### src/rtl/tlb_pkg.sv
package tlb_pkg;
  // How a fill request is applied to the entry array
  typedef enum logic [1:0] {
    FILL_NONE   = 2'd0,
    FILL_UPDATE = 2'd1,
    FILL_FREE   = 2'd2,
    FILL_EVICT  = 2'd3
  } fill_kind_e;
endpackage

### src/rtl/tlb_match.sv
module tlb_match #(
  parameter int DEPTH  = 8,
  parameter int PAGE_W = 8,
  localparam int IDX_W = $clog2(DEPTH)
) (
  input  logic              clk,
  input  logic              rst,
  input  logic [DEPTH-1:0]  valid_vec,
  input  logic [PAGE_W-1:0] tags [DEPTH],
  input  logic [PAGE_W-1:0] key,
  output logic [DEPTH-1:0]  match_oh,
  output logic              any,
  output logic [IDX_W-1:0]  idx
);
  genvar g;
  generate
    for (g = 0; g < DEPTH; g++) begin : g_cmp
      assign match_oh[g] = valid_vec[g] && (tags[g] == key);
    end
  endgenerate

  assign any = |match_oh;

  always_comb begin
    idx = '0;
    for (int i = 0; i < DEPTH; i++)
      if (match_oh[i]) idx = idx | IDX_W'(i);
  end

  // a page lives in at most one slot, so a key matches at most once
  a_r1_single_match: assert property (@(posedge clk) disable iff (rst)
    $onehot0(match_oh));
endmodule

### src/rtl/tlb_lru.sv
module tlb_lru #(
  parameter int DEPTH  = 8,
  localparam int IDX_W = $clog2(DEPTH)
) (
  input  logic             clk,
  input  logic             rst,
  input  logic             touch,
  input  logic [IDX_W-1:0] touch_idx,
  input  logic [DEPTH-1:0] valid_vec,
  output logic [IDX_W-1:0] victim_idx
);
  // rank 0 = most recently touched, DEPTH-1 = least recently touched
  logic [IDX_W-1:0] rank_q [DEPTH];
  logic [DEPTH-1:0] oldest_oh;
  logic [IDX_W-1:0] oldest_idx;
  logic [IDX_W-1:0] free_idx;
  logic             free_any;

  always_ff @(posedge clk) begin
    if (rst) begin
      for (int i = 0; i < DEPTH; i++) rank_q[i] <= IDX_W'(i);
    end else if (touch) begin
      for (int i = 0; i < DEPTH; i++) begin
        if (IDX_W'(i) == touch_idx)
          rank_q[i] <= '0;
        else if (rank_q[i] < rank_q[touch_idx])
          rank_q[i] <= rank_q[i] + 1'b1;
      end
    end
  end

  genvar g;
  generate
    for (g = 0; g < DEPTH; g++) begin : g_old
      assign oldest_oh[g] = (rank_q[g] == IDX_W'(DEPTH - 1));
    end
  endgenerate

  always_comb begin
    oldest_idx = '0;
    for (int i = 0; i < DEPTH; i++)
      if (oldest_oh[i]) oldest_idx = IDX_W'(i);
    free_any = 1'b0;
    free_idx = '0;
    for (int i = DEPTH - 1; i >= 0; i--)
      if (!valid_vec[i]) begin
        free_any = 1'b1;
        free_idx = IDX_W'(i);
      end
  end

  // an empty slot first; R6: otherwise the least recently touched one
  assign victim_idx = free_any ? free_idx : oldest_idx;

  // ranks stay a permutation, so exactly one slot is the oldest
  a_r6_single_oldest: assert property (@(posedge clk) disable iff (rst)
    $countones(oldest_oh) == 1);
  // a touched slot becomes the most recent one
  a_r6_touch_newest: assert property (@(posedge clk) disable iff (rst)
    touch |=> (rank_q[$past(touch_idx)] == '0));
endmodule

### src/rtl/tlb_cache.sv
module tlb_cache #(
  parameter int DEPTH   = 8,
  parameter int PAGE_W  = 8,
  parameter int FRAME_W = 8,
  parameter int OFF_W   = 8,
  parameter int CNT_W   = 16,
  localparam int IDX_W  = $clog2(DEPTH),
  localparam int PA_W   = FRAME_W + OFF_W
) (
  input  logic               clk,
  input  logic               rst,
  input  logic               lookup_valid,
  input  logic [PAGE_W-1:0]  lookup_page,
  input  logic [OFF_W-1:0]   lookup_off,
  output logic               hit,
  output logic               miss,
  output logic [PA_W-1:0]    phys_addr,
  output logic               walk_req,
  output logic [PAGE_W-1:0]  walk_page,
  input  logic               fill_valid,
  input  logic [PAGE_W-1:0]  fill_page,
  input  logic [FRAME_W-1:0] fill_frame,
  input  logic               fill_fault,
  input  logic               flush,
  output logic [CNT_W-1:0]   hit_count,
  output logic [CNT_W-1:0]   lookup_count
);
  import tlb_pkg::*;

  logic [DEPTH-1:0]   valid_q;
  logic [PAGE_W-1:0]  page_q  [DEPTH];
  logic [FRAME_W-1:0] frame_q [DEPTH];

  logic [DEPTH-1:0] lk_oh, fl_oh;
  logic             lk_any, fl_any;
  logic [IDX_W-1:0] lk_idx, fl_idx, victim_idx, tgt_idx, touch_idx;
  logic             fill_go, touch;
  fill_kind_e       fill_kind;

  // lookup path
  tlb_match #(.DEPTH(DEPTH), .PAGE_W(PAGE_W)) u_lk_match (
    .clk(clk), .rst(rst), .valid_vec(valid_q), .tags(page_q),
    .key(lookup_page), .match_oh(lk_oh), .any(lk_any), .idx(lk_idx));

  // fill path: detects a page that is already cached
  tlb_match #(.DEPTH(DEPTH), .PAGE_W(PAGE_W)) u_fl_match (
    .clk(clk), .rst(rst), .valid_vec(valid_q), .tags(page_q),
    .key(fill_page), .match_oh(fl_oh), .any(fl_any), .idx(fl_idx));

  tlb_lru #(.DEPTH(DEPTH)) u_lru (
    .clk(clk), .rst(rst), .touch(touch), .touch_idx(touch_idx),
    .valid_vec(valid_q), .victim_idx(victim_idx));

  assign hit       = lookup_valid && lk_any;
  assign miss      = lookup_valid && !lk_any;
  assign phys_addr = hit ? {frame_q[lk_idx], lookup_off} : '0;
  assign walk_req  = miss;
  assign walk_page = lookup_page;

  // flush beats fill; faulting answers are dropped
  assign fill_go = fill_valid && !fill_fault && !flush;

  always_comb begin
    if (!fill_go)                fill_kind = FILL_NONE;
    else if (fl_any)             fill_kind = FILL_UPDATE;
    else if (!valid_q[victim_idx]) fill_kind = FILL_FREE;
    else                         fill_kind = FILL_EVICT;
  end

  assign tgt_idx   = (fill_kind == FILL_UPDATE) ? fl_idx : victim_idx;
  assign touch     = fill_go || hit;
  assign touch_idx = fill_go ? tgt_idx : lk_idx;

  always_ff @(posedge clk) begin
    if (rst || flush) begin
      valid_q <= '0;
    end else if (fill_kind != FILL_NONE) begin
      valid_q[tgt_idx] <= 1'b1;
    end
  end

  always_ff @(posedge clk) begin
    if (fill_kind != FILL_NONE) begin
      page_q[tgt_idx]  <= fill_page;
      frame_q[tgt_idx] <= fill_frame;
    end
  end

  always_ff @(posedge clk) begin
    if (rst) begin
      hit_count    <= '0;
      lookup_count <= '0;
    end else begin
      if (lookup_valid) lookup_count <= lookup_count + 1'b1;
      if (hit)          hit_count    <= hit_count + 1'b1;
    end
  end

  // a flush leaves no slot able to match
  a_r9_flush_empties: assert property (@(posedge clk) disable iff (rst)
    flush |=> !hit);
  // a fill arriving together with a flush installs nothing
  a_r10_flush_wins: assert property (@(posedge clk) disable iff (rst)
    (flush && fill_valid) |=> (valid_q == '0));
  // a faulting answer leaves occupancy untouched
  a_r7_fault_ignored: assert property (@(posedge clk) disable iff (rst)
    (fill_valid && fill_fault && !flush) |=> $stable(valid_q));
  // a good fill is visible to the very next lookup of that page
  a_r4_fill_then_hit: assert property (@(posedge clk) disable iff (rst)
    fill_go |=> (!(lookup_valid && lookup_page == $past(fill_page)) || hit));
  // counters advance exactly with their events
  a_r11_hit_count: assert property (@(posedge clk) disable iff (rst)
    hit |=> (hit_count == CNT_W'($past(hit_count) + 1'b1)));
  a_r11_lookup_idle: assert property (@(posedge clk) disable iff (rst)
    !lookup_valid |=> $stable(lookup_count));
endmodule

### config.mk
export PLATFORM = sky130hd
export DESIGN_NAME = tlb_cache
export DESIGN_NICKNAME = d
export VERILOG_FILES = /design/src/rtl/tlb_pkg.sv /design/src/rtl/tlb_match.sv /design/src/rtl/tlb_lru.sv /design/src/rtl/tlb_cache.sv
export SDC_FILE = /design/constraint.sdc
export NUM_CORES = 1
export LEC_CHECK = 0
export BUFFER_PORTS_ARGS = -buffer_cell sky130_fd_sc_hd__clkbuf_2
export CAP_MARGIN = 20
export CORE_ASPECT_RATIO = 0.5
export CORE_UTILIZATION = 45
export DETAILED_ROUTE_END_ITERATION = 10
export PLACE_DENSITY_LB_ADDON = 0.25
export SYNTH_ARGS = -nofsm -noshare
export SYNTH_HDL_FRONTEND = slang
export SYNTH_HIERARCHICAL = 1
export SYNTH_SLANG_ARGS = --single-unit
### constraint.sdc
create_clock -name clk -period 14.1 [get_ports clk]
set_clock_uncertainty 0.1 [all_clocks]
set_input_delay 4.23 -clock clk [delete_from_list [all_inputs] [get_ports clk]]
set_output_delay 4.23 -clock clk [all_outputs]
set_load 0.005 [all_outputs]
==> results of run 1 <==
==> worst max-delay path: cells and delay by family <==
family                    cells  cell delay [ns]
xor gates and xnor gates      1             0.20
buffers and inverters         3             0.59
and+or+nand+nor               5             2.22
==> final cells by class <==
cell class                 instances  area, µm²
fill                            1907      10550
timing repair buffer             108      595.6
clock buffer                      18      429.2
tap                              300      375.4
multi-input combinational        586       4441
clock inverter                    14      161.4
sequential                       192       5365
inverter                          13      48.80
==> cells in the mapped netlist, types with 10 or more instances <==
library cell	count	area share, %
dfxtp_1	40	7.8
inv_1	13	0.48
edfxtp_1	152	45
nand3_1	26	1.3
mux2i_1	17	1.7
o21ai_0	24	1.2
mux4_2	18	4.0
nor3_1	30	1.5
buf_6	17	1.9
nor2_1	70	2.6
xnor2_1	130	11
nand4_1	28	1.7
ha_1	33	4.0
xor2_1	22	1.9
nor4_1	10	0.61
clkbuf_1	10	0.37
buf_4	16	1.2
a21oi_1	19	0.93
and3_1	12	0.74
o21a_1	11	0.81
nand2_1	42	1.5
==> power by group <==
part	total [mW]	switching, mW	internal (mW)
registers	0.621	0.00519	0.616
clock network	0.483	0.230	0.253
logic	0.0896	0.0534	0.0362
total	1.19	0.289	0.905
==> registers in the layout, indices dropped and copies added (netlist names) <==
name and cells:
page_q 64, hit_count 16, frame_q 64, valid_q 8, u_lru/rank_q 24, lookup_count 16
==> path summary, 6_finish.rpt <==
check | slack, ns | to | startpoint
max | 2.52 | hit | lookup_page[3]
min | 0.41 | hit_count[1]$_SDFFE_PP0P_ | hit_count[1]$_SDFFE_PP0P_
max reg2reg | 8.21 | u_lru/rank_q[1][1]$_SDFFCE_PN0P_ | page_q[10]$_DFFE_PP_
min reg2reg | 0.41 | hit_count[1]$_SDFFE_PP0P_ | hit_count[1]$_SDFFE_PP0P_
==> through the flow <==
step / hold slack (ns) / power (mW) / instance area [µm²]
floorplan: 0.3809 / 0.6992 / 10210
global route: 0.4359 / 1.239 / 11420
finish: 0.4094 / 1.194 / 11420
CTS: 0.4156 / 1.204 / 11380
detailed placement: 0.4060 / 0.7227 / 10790
global placement: 0.3860 / 0.7201 / 10780
==> layout by cell type, fill, tap and decap left out, types with 13 or more instances in the layout <==
cell type | synthesis | final
nand2_1 | 42 | 42
o21ai_0 | 24 | 24
nand4_1 | 28 | 28
clkbuf_2 | 0 | 96
ha_1 | 33 | 33
dfxtp_1 | 40 | 40
inv_1 | 13 | 13
mux2i_1 | 17 | 17
xor2_1 | 22 | 22
nor3_1 | 30 | 30
mux4_2 | 18 | 18
edfxtp_1 | 152 | 152
xnor2_1 | 130 | 130
a21oi_1 | 19 | 18
nand3_1 | 26 | 26
nor2_1 | 70 | 65
clkbuf_16 | 0 | 17
==> cell families after synthesis <==
logic type	after synthesis
fa+ha+maj	33
buf+inv	60
compound gates	82
mux	40
simple gates	279
xor+xnor	152
flops	192
==> per-layer routing <==
layer  track usage [%]  routed length [µm]
met2             32.80               10450
met3             3.994                 904
met4             5.370                 197
met5                 0                   0
met1             29.49               11490
==> flow_summary.yaml, run 1 <==
worst_setup_path:
  cp.required_ns: 9.77
  cp_common_cell: "clkbuf_2"
  ff2ff_path_depth: 16
  slowest_delay_ns: 0.83
  crit_type: "input port to output port"
  end_kind: "output port"
  crit_arrival_ns: 7.25
  critPathMaxFanout: 18
  worstPathCellList: "clkbuf_2, xnor2_1, nand3_1, nor3_1, or4_4, or4b_1, nand2_1, inv_1, clkbuf_2"
  crit_path_start_kind: "input port"
  slowest_stage: "or4b_1"
sta:
  rsz0062_at_grt: "no"
  fmax_ghz: 0.08638
  final_hold_viol_count: 0
  slew_headroom_pct: 27.29
  slew_viol_final: 0
  timing.final.ws_setup_ns: 2.524
  finalCriticalPeriod_ns: 11.58
  setup_tns_ns: 0
  finalSetupViolCount: 0
  worstMarginPinSlew_ns: 1.089
  period_share_pct: 82.10
min_path:
  holdPathStages: 2
  hp-class: "flop to flop"
synth:
  async_flop_share_pct: 0
  synth_nets: 909
  synthMuxAreaShare_pct: 6.484
  synth_edf_count: 152
  syn_inst: 838
  synth_compound_area_share_pct: 5.087
  synth_top_family_by_area: "simple AND/OR/NAND/NOR gates"
  ys_dominant_reg_cell: "edfxtp_1"
  yosys_warnings: 6
  syn_area_um2: 10210
  ys_ff_latch: 192
  yosysSeqAreaShare_pct: 52.56
  postSynthAreaPerCell_um2: 12.18
  synth.distinct_cells: 58
  synth_xor_area_share_pct: 13.04
  synth_fa_ha_area_share_pct: 4.045
  synth-simple-area-share_pct: 14.68
clock_tree:
  post_cts_resized: 0
  clock_latency_ns: 0.44
  tritoncts: "built"
  numCtsBuffers: 17
  post_cts_buffers: 0
  hold_buffers: 0
  cts_sinks: 192
  cts.root.buffer_cell: "clkbuf_16"
  path_clk_slew_ns: 0.07
  cts.htree.levels: 4
  cts_buffer_depth: 2
grt:
  grt_pass1_vias: 6502
  grt_usage_pct: 20.78
  gr-total-overflow: 0
  grt_max_degree: 53
  antenna_found_initial: 0
  grt_pass1_wl_um: 36850
cells_and_area:
  final_cells: 1231
  nets: 989
  n_antenna_cell: 0
  drive_above_1_share_pct: 19.12
  syn_to_final_growth_pct: 11.84
  utilization_pct: 51.97
placed_design:
  gp_congestion: 0.8749
  io_buffers: 96
  dp_cells: 1197
  dp_slack_ns: 2.502
  place_hpwl_um: 16140
detailed_routing:
  dr.first_iter.drc_count: 520
  first_pass_iters: 5
  routedWlPerCell_um: 18.71
  vias_per_cell: 5.487
  vias: 6754
  ant_nets: 0
  drcViolationCount: 0
  wirelength_um: 23030
floorplanning:
  die_w_um: 215.0
  die_y_um: 108.5
  rows: 38
  initial_core_util_pct: 46.47
  dieArea_um2: 23330
  ioPinCount: 97
  core_area_um2: 21970
pwr:
  leakagePower_nw: 3.902
  vdd_ir_drop_max_v: 0.00006998
  cellPowerDensity_nw_per_um2: 104.6
job:
  drv_cap: 0
outcome:
  status: "complete, no violations"
Power figures use the tool's default switching activity.
==> inputs of run 2 (changes only) <==
Clock period 14.1 ns to 12.05 ns, I/O delays scaled along.
==> run 2 against run 1 <==
Effect of this change: global-route usage grew 0.23 points; register-to-register slack lost 2.0 ns; non-clock buffer count shrank 1; sequential share of layout area grew 0.16 points; hold slack lost 0.00074 ns; clock-buffer cell count is the same.
==> flow_summary.yaml, run 2 (synthesis results as in run 1) <==
floorplanning:
  core_area_um2: 21970
  die_y_um: 108.5
  ioPinCount: 97
  rows: 38
  initial_core_util_pct: 46.47
  dieArea_um2: 23330
  die_w_um: 215.0
placed_design:
  place_hpwl_um: 16300
  dp_slack_ns: 1.681
  io_buffers: 96
  gp_congestion: 0.8658
grt:
  grt_pass1_wl_um: 36840
  antenna_found_initial: 0
  grt_usage_pct: 21.00
  grt_max_degree: 53
  gr-total-overflow: 0
  grt_pass1_vias: 6520
worst_setup_path:
  cp.required_ns: 8.34
  crit_arrival_ns: 6.66
  r2r-end: "u_lru/rank_q[1][0]$_SDFFCE_PN1P_"
  critical-path-top-delay-family: "simple AND/OR/NAND/NOR gates"
  worstPathCellList: "clkbuf_2, xnor2_1, nand3_1, nor3_1, or4_4, or4b_1, nand2_1, inv_1, clkbuf_2"
  ff2ff_path_depth: 16
  r2r-start: "page_q[11]$_DFFE_PP_"
  slowest_stage: "or4b_1"
  critPathMaxFanout: 18
  crit_type: "input port to output port"
  slowest_delay_ns: 0.83
  crit_path_start_kind: "input port"
  cp-endpoint: "hit"
  crit_buf_inv: 3
  end_kind: "output port"
  path_depth: 9
  crit_start: "lookup_page[3]"
  cp_common_cell: "clkbuf_2"
  r2r_slack_ns: 6.18
clock_tree:
  post_cts_resized: 0
  cts_buffer_depth: 2
  numCtsBuffers: 17
  cts.root.buffer_cell: "clkbuf_16"
  hold_buffers: 0
  path_clk_slew_ns: 0.07
  clock_latency_ns: 0.45
  cts_sinks: 192
  post_cts_buffers: 0
  cts.htree.levels: 4
  tritoncts: "built"
job:
  drv_cap: 0
detailed_routing:
  first_pass_iters: 5
  vias_per_cell: 5.498
  ant_nets: 0
  routedWlPerCell_um: 18.93
  drcViolationCount: 0
  dr.first_iter.drc_count: 554
  wirelength_um: 23290
  vias: 6763
  met2_wirelength_um: 10570
  m1WireLength_um: 11340
  top_layer: "met4"
  route.met3.wl_um: 1067
pwr:
  cellPowerDensity_nw_per_um2: 120.9
  p_sw_share_pct: 24.83
  clkPwrFrac_pct: 39.5
  p_switching_mw: 0.3414
  vdd_ir_drop_max_v: 0.00006828
  pwr-share-seq_pct: 52.8
  comb_power_share_pct: 7.6
  power.total_mw: 1.375
  p_int_mw: 1.034
  leakagePower_nw: 3.878
cells_and_area:
  nets: 988
  num-fill-cells: 1911
  final_common_cell: "edfxtp_1"
  syn_to_final_growth_pct: 11.46
  largestRegisters: "frame_q (64), page_q (64), u_lru/rank_q (24)"
  n_antenna_cell: 0
  mostFrequentLayoutCells: "edfxtp_1 (152), xnor2_1 (130), clkbuf_2 (96)"
  utilization_pct: 51.79
  drive_above_1_share_pct: 18.92
sta:
  fmax_ghz: 0.09638
  final_hold_viol_count: 0
  slew_headroom_pct: 27.97
  slew_viol_final: 0
  rsz0062_at_grt: "no"
  worstMarginPinSlew_ns: 1.078
  finalCriticalPeriod_ns: 10.38
  finalSetupViolCount: 0
  timing.final.ws_setup_ns: 1.675
  period_share_pct: 86.10
  setup_tns_ns: 0
min_path:
  hp-class: "flop to flop"
outcome:
  status: "complete, no violations"
[run 2: changes by cell type in the layout (fill, tap and decap cells not counted), sizes merged]
cell,delta
clkinv,+3
bufinv,-1
clkinvlp,+1
inv,-3
buf,-1
[run 2: layout make-up]
cell class,count,area (µm²),share of cell area [%]
inverters,13,48.80,0.4289
repair buffers,107,590.6,5.191
multi-input cells,586,4441,39.03
flip-flops and latches,192,5365,47.16
well taps,300,375.4,3.299
clock buffers,18,429.2,3.772
clock inverters,14,127.6,1.122
[run 2: power by group through the flow]
| stage | registers (mW) | logic (mW) | clock network, mW |
|---|---|---|---|
| after floorplan | 0.740 | 0.0784 | 0 |
| after global placement | 0.741 | 0.101 | 0 |
| after detailed placement | 0.742 | 0.104 | 0 |
| after CTS | 0.726 | 0.105 | 0.552 |
| after global routing | 0.727 | 0.117 | 0.581 |
| final | 0.727 | 0.105 | 0.544 |
[run 2: stage by stage]
| step | hold WS [ns] | instance area [µm²] | instances |
|---|---|---|---|
| finish | 0.4087 | 11380 | 1230 |
| global route | 0.4338 | 11380 | 1230 |
| CTS | 0.4055 | 11350 | 1229 |
| detailed placement | 0.3957 | 10790 | 1197 |
| global placement | 0.3859 | 10780 | 1196 |
| floorplan | 0.3809 | 10210 | 838 |
[run 2: worst reg2reg max path: cells and delay by family (launching register included)]
family / cells / cell delay, ns
AO/OA/AOI/OAI: 4 / 0.69
XOR/XNOR: 1 / 0.15
adder cells (fa/ha/maj): 1 / 0.37
buffers and inverters: 1 / 0.26
flip-flops: 1 / 0.42
multiplexers: 3 / 1.30
AND/OR/NAND/NOR: 6 / 2.29
[run 2: per-layer routing]
metal | vias to the layer above | track usage, %
li1 | 3222 | -
met1 | 3380 | 29.39
met2 | 137 | 32.87
met3 | 24 | 4.726
met4 | 0 | 5.927
met5 | - | 0
[run 2: how the worst min path moves through the flow]
| stage | endpoint | from | depth (start not counted) | slack [ns] |
|---|---|---|---|---|
| final | hit_count[1]$_SDFFE_PP0P_ | hit_count[1]$_SDFFE_PP0P_ | 2 | 0.41 |
| after global routing | lookup_count[5]$_SDFFE_PP0P_ | lookup_count[5]$_SDFFE_PP0P_ | 2 | 0.43 |
| after CTS | hit_count[1]$_SDFFE_PP0P_ | hit_count[1]$_SDFFE_PP0P_ | 2 | 0.41 |
| after detailed placement | hit_count[1]$_SDFFE_PP0P_ | hit_count[1]$_SDFFE_PP0P_ | 2 | 0.40 |
| after global placement | lookup_count[5]$_SDFFE_PP0P_ | lookup_count[5]$_SDFFE_PP0P_ | 2 | 0.39 |
| after floorplan | hit_count[1]$_SDFFE_PP0P_ | hit_count[1]$_SDFFE_PP0P_ | 2 | 0.38 |
